**config.mk**
```make
export PLATFORM = sky130hd
export DESIGN_NAME = bank_window_seq
export DESIGN_NICKNAME = d
export VERILOG_FILES = /design/src/rtl/bank_window_seq.sv
export SDC_FILE = /design/constraint.sdc
export NUM_CORES = 1
export LEC_CHECK = 0
export ABC_CLOCK_PERIOD_IN_PS = 3000
export BUFFER_PORTS_ARGS = -buffer_cell sky130_fd_sc_hd__clkbuf_2
export CORE_MARGIN = 10
export CORE_UTILIZATION = 45
export DETAILED_ROUTE_END_ITERATION = 10
export MAX_ROUTING_LAYER = met4
export PLACE_DENSITY = 0.84
export SYNTH_ARGS = -nofsm -noshare
export SYNTH_HDL_FRONTEND = slang
export SYNTH_SLANG_ARGS = --single-unit
```
**constraint.sdc**
```tcl
create_clock -name clk -period 3 [get_ports clk]
set_input_delay 0.15 -clock clk [delete_from_list [all_inputs] [get_ports clk]]
set_output_delay 0.15 -clock clk [all_outputs]
set_load 0.02 [all_outputs]
```
**src/rtl/bank_window_seq.sv**
```systemverilog
module bank_window_seq #(
  parameter int DW = 16,
  parameter int RW = 7,
  parameter int BW = 3,
  parameter int SW = 3
) (
  input  logic          clk,
  input  logic          rst_n,
  input  logic          req_valid,
  output logic          req_ready,
  input  logic          req_write,
  input  logic          req_fast,
  input  logic [RW-1:0] req_reg,
  input  logic [DW-1:0] req_wdata,
  output logic          rsp_done,
  output logic [DW-1:0] rsp_rdata,
  output logic [SW-1:0] dev_addr,
  output logic          dev_we,
  output logic [DW-1:0] dev_wdata,
  output logic          dev_re,
  input  logic [DW-1:0] dev_rdata
);

  localparam int OFF_HI = RW - BW - 1;
  localparam logic [SW-1:0] SEL_SLOT = '1;

  typedef enum logic [2:0] {
    ST_IDLE, ST_SAVE, ST_SEL, ST_ACC, ST_REST, ST_FACC, ST_FRD
  } state_t;

  state_t        state;
  logic          wr_q, fast_q;
  logic [BW-1:0] bank_q, saved_q;
  logic [SW-1:0] slot_q;
  logic [DW-1:0] wdata_q;
  logic          unused_bit0;

  assign unused_bit0 = req_reg[0];

  wire accept   = req_valid && req_ready;
  wire in_bank  = (state == ST_SAVE) || (state == ST_SEL) || (state == ST_REST);
  wire in_acc   = (state == ST_ACC) || (state == ST_FACC);
  wire finish   = (state == ST_REST) || (state == ST_FRD) ||
                  ((state == ST_FACC) && wr_q);
  wire take_rd  = ((state == ST_REST) && !wr_q) || (state == ST_FRD);

  assign req_ready = (state == ST_IDLE);
  assign dev_re    = (state == ST_SAVE) || (in_acc && !wr_q);
  assign dev_we    = (state == ST_SEL) || (state == ST_REST) || (in_acc && wr_q);
  assign dev_addr  = in_bank ? SEL_SLOT : slot_q;
  assign dev_wdata = (state == ST_SEL)  ? {{(DW-BW){1'b0}}, bank_q}  :
                     (state == ST_REST) ? {{(DW-BW){1'b0}}, saved_q} : wdata_q;

  always_ff @(posedge clk) begin
    if (!rst_n) begin
      state     <= ST_IDLE;
      wr_q      <= 1'b0;
      fast_q    <= 1'b0;
      bank_q    <= '0;
      saved_q   <= '0;
      slot_q    <= '0;
      wdata_q   <= '0;
      rsp_done  <= 1'b0;
      rsp_rdata <= '0;
    end else begin
      rsp_done <= finish;
      if (take_rd) rsp_rdata <= dev_rdata;
      unique case (state)
        ST_IDLE: if (accept) begin
          wr_q    <= req_write;
          fast_q  <= req_fast;
          bank_q  <= req_reg[RW-1:RW-BW];
          slot_q  <= req_reg[OFF_HI:1];
          wdata_q <= req_wdata;
          state   <= req_fast ? ST_FACC : ST_SAVE;
        end
        ST_SAVE: state <= ST_SEL;
        ST_SEL: begin
          saved_q <= dev_rdata[BW-1:0];
          state   <= ST_ACC;
        end
        ST_ACC:  state <= ST_REST;
        ST_REST: state <= ST_IDLE;
        ST_FACC: state <= wr_q ? ST_IDLE : ST_FRD;
        ST_FRD:  state <= ST_IDLE;
        default: state <= ST_IDLE;
      endcase
    end
  end

endmodule

```
==> impl_results.md <==
* Status: completed
* Most numerous cell in the Yosys netlist: dfxtp_1
* First-pass GRT wire length at about 8300 µm
* Flops & latches, synth at 46
* R2R Setup Slk at between 1 and 1.5 ns
* Die area at ~7800 µm²
* Grt total ovfl at 0
* Worst Tran Pin Value at approximately 0.89 ns
* Clk sink count at 46
* Initial antenna violation count at 0
* Slew headroom at 0.4051
* Pre-Repair DR Iteration Count at 4
* Top cells by area, synth: dfxtp_1, nand3_1, o21ai_0
* Tcrit/Tclk final at 0.7999
* Routed vias/inst at 5.198
* Vias in the first global route at roughly 1900
* Die H at 88.27 µm
* Cts bufs inserted at 5
* N_diodes at 0
* Syn_nets at 298
* PortBufs at 81
* Fin. Hold Viols at 0
* Fill cells at 432
* Synth top area share at 0.4391
* Pins over their slew limit at 0
* Largest net degree at the start of global routing at 47
* Initial Utilization at 0.4718
* Critical Path Max Stage Delay at 0.77 ns
* Die width at 88.27 µm
* Worst Setup End Kind: primary output
* Setup CP Type: flop to primary output
* Synthesis-to-layout area growth at 21.72%
* RSZ-0062 raised after global routing: false
* Power, Total at about 2.3 mW
* Syn_area_per_cell at 8.256 µm²
* GRT Overall Usage at 0.1340
* Syn Std Cell Area at 2097 µm²
* Multi-input combinational cell area at 1040 µm²
* CTS max path bufs at 2
* Crit-path slowest cell: dfxtp_1
* Critical Path AT at about 2.3 ns
* Dpl hpwl at ~3700 µm
* Nets@finish at 365
* Setup bufs post-CTS at 0
* WP data required at 2.85 ns
* Logic pwr share at 0.446
* Ys flop type: dfxtp_1
* Max Clk Rate at approximately 420 MHz
* Post-synth EDFFs at 0
* Register area at between 900 and 1000 µm²
* Antenna-violating nets left at 0
* Synth area leader: dfxtp_1
* Post-route setup TNS at 0 ns
* Clk_skew at 0.003323 ns
* # rows at 24
* H-tree levels at 2
* Clock power share at 0.166
* Post-CTS sizing at 0
* Clock latency on the worst-skew pair at between 0.2 and 0.3 ns
* Fin crit period at between 2 and 2.5 ns
* Initial drt markers at 86
* Most frequent cells after synthesis: dfxtp_1, nand3_1, o21ai_0
* Clock root buffer: clkbuf_8
* Switching power total at 0.9936 mW
* Ys Warns at 0
* Async SR Flop Fraction at 0
* VDD IR max at 0.0004690 V
* Cell variety after synth at 29
* DR WL/cell at between 10 and 15 µm
* WL final at 5151 µm
* Via count at 1944
* Worst setup SP type: flop
* Share of cells above drive strength 1 at 0.2919
* Pwr per Cell Area at roughly 900 nW/µm²
* Sw frac at 0.4335
* Tightest Hold Check Type: input pin to flop
* # IOs at 83
* Clock Pin Slew Worst Setup and Hold Paths at 0.08 ns
* Core box area at 4444 µm²
* Sequential-to-total area share from yosys stat at 0.4391
* Final setup viols at 0
* CP Max Fanout at 19
* CTS Hold Bufs at 0
* CTS tree: done
* Flop pwr share at 0.387
* GPL Wtd Cong at 0.7043
* P_int at around 1.3 mW
* Syn Inst Count at 254
* Maxcap violations at 0
* Crit-path cells: xnor2_1 > nor2_1 > nor2b_1 > clkbuf_2
* Leakage at 1.086 nW
* DRC viols at 0
[worst max-delay path, delay by kind of cell (launching register included)]
| kind | cells | cell delay (ns) |
|---|---|---|
| buffers and inverters | 1 | 0.19 |
| XOR/XNOR | 1 | 0.18 |
| AND/OR/NAND/NOR | 2 | 0.81 |
| flip-flops | 1 | 0.77 |
[cell usage in the layout (no fill, tap or decap), types with 2 or more instances in the layout]
cell / instances
clkbuf_2: 81
dfxtp_1: 46
o21ai_0: 39
nand3_1: 39
nand2_1: 25
nor2b_1: 21
a21boi_0: 16
nand2b_1: 6
clkbuf_8: 6
nor3_1: 5
a21oi_1: 5
nor2_1: 4
mux2i_1: 4
o21bai_1: 3
o311a_1: 3
o21ai_1: 3
buf_4: 3
inv_1: 2
[power groups by stage]
stage,combinational [mW],sequential [mW],clock (mW)
after floorplan,0.814,0.852,0
final,1.02,0.887,0.382
after global routing,1.14,0.910,0.423
after detailed placement,1.04,0.898,0
after CTS,1.05,0.887,0.398
after global placement,1.02,0.891,0
[state kept, by name, indices dropped and copies added (netlist names)]
name and count:
bank_q 3, rsp_done 1, rsp_rdata 16, saved_q 3
slot_q 3, state 3, wdata_q 16, wr_q 1
[per-stage QoR]
stage / utilization / setup slack [ns] / std cells / cell area [µm²] / hold WS [ns]
detailed placement: 0.5538 / 0.8509 / 366 / 2461 / 0.3741
floorplan: - / 1.585 / 254 / 2097 / 0.2804
global placement: 0.5538 / 0.9620 / 366 / 2461 / 0.3635
global route: 0.5743 / 0.3309 / 374 / 2552 / 0.06969
finish: 0.5743 / 0.6003 / 374 / 2552 / 0.06986
CTS: 0.5743 / 0.5143 / 374 / 2552 / 0.06098
[final cells by class]
class | count | area share
clock buffers | 7 | 0.03382
clock inverters | 1 | 0.001961
inverters | 2 | 0.002941
multi-input cells | 182 | 0.4074
flip-flops and latches | 46 | 0.3608
well taps | 52 | 0.02549
repair buffers | 84 | 0.1676
[cells by family (layout without fill, tap and decap cells)]
family                 after synthesis  count (layout)  synth area share
AND/OR/NAND/NOR                    104             104            0.2625
AO/OA/AOI/OAI                       72              72            0.2059
flip-flops                          46              46            0.4391
buffers and inverters               26              94           0.06504
multiplexers                         4               4           0.01909
XOR/XNOR                             2               2          0.008355
[path summary, 6_finish.rpt]
path,start,to,depth (start not counted)
max,state[2],dev_wdata[14],4
min,req_wdata[2],wdata_q[2],3
max reg2reg,state[0],rsp_rdata[8],3
min reg2reg,wdata_q[3],wdata_q[3],2
[per-layer routing]
layer	GRT usage	up-vias	share of wire
met5	-	-	0
met4	0.03965	0	0.012
met3	0.04136	8	0.071
met2	0.2210	69	0.46
met1	0.1528	860	0.46
li1	-	1007	-
No activity file was read; power rests on OpenSTA's default activity.
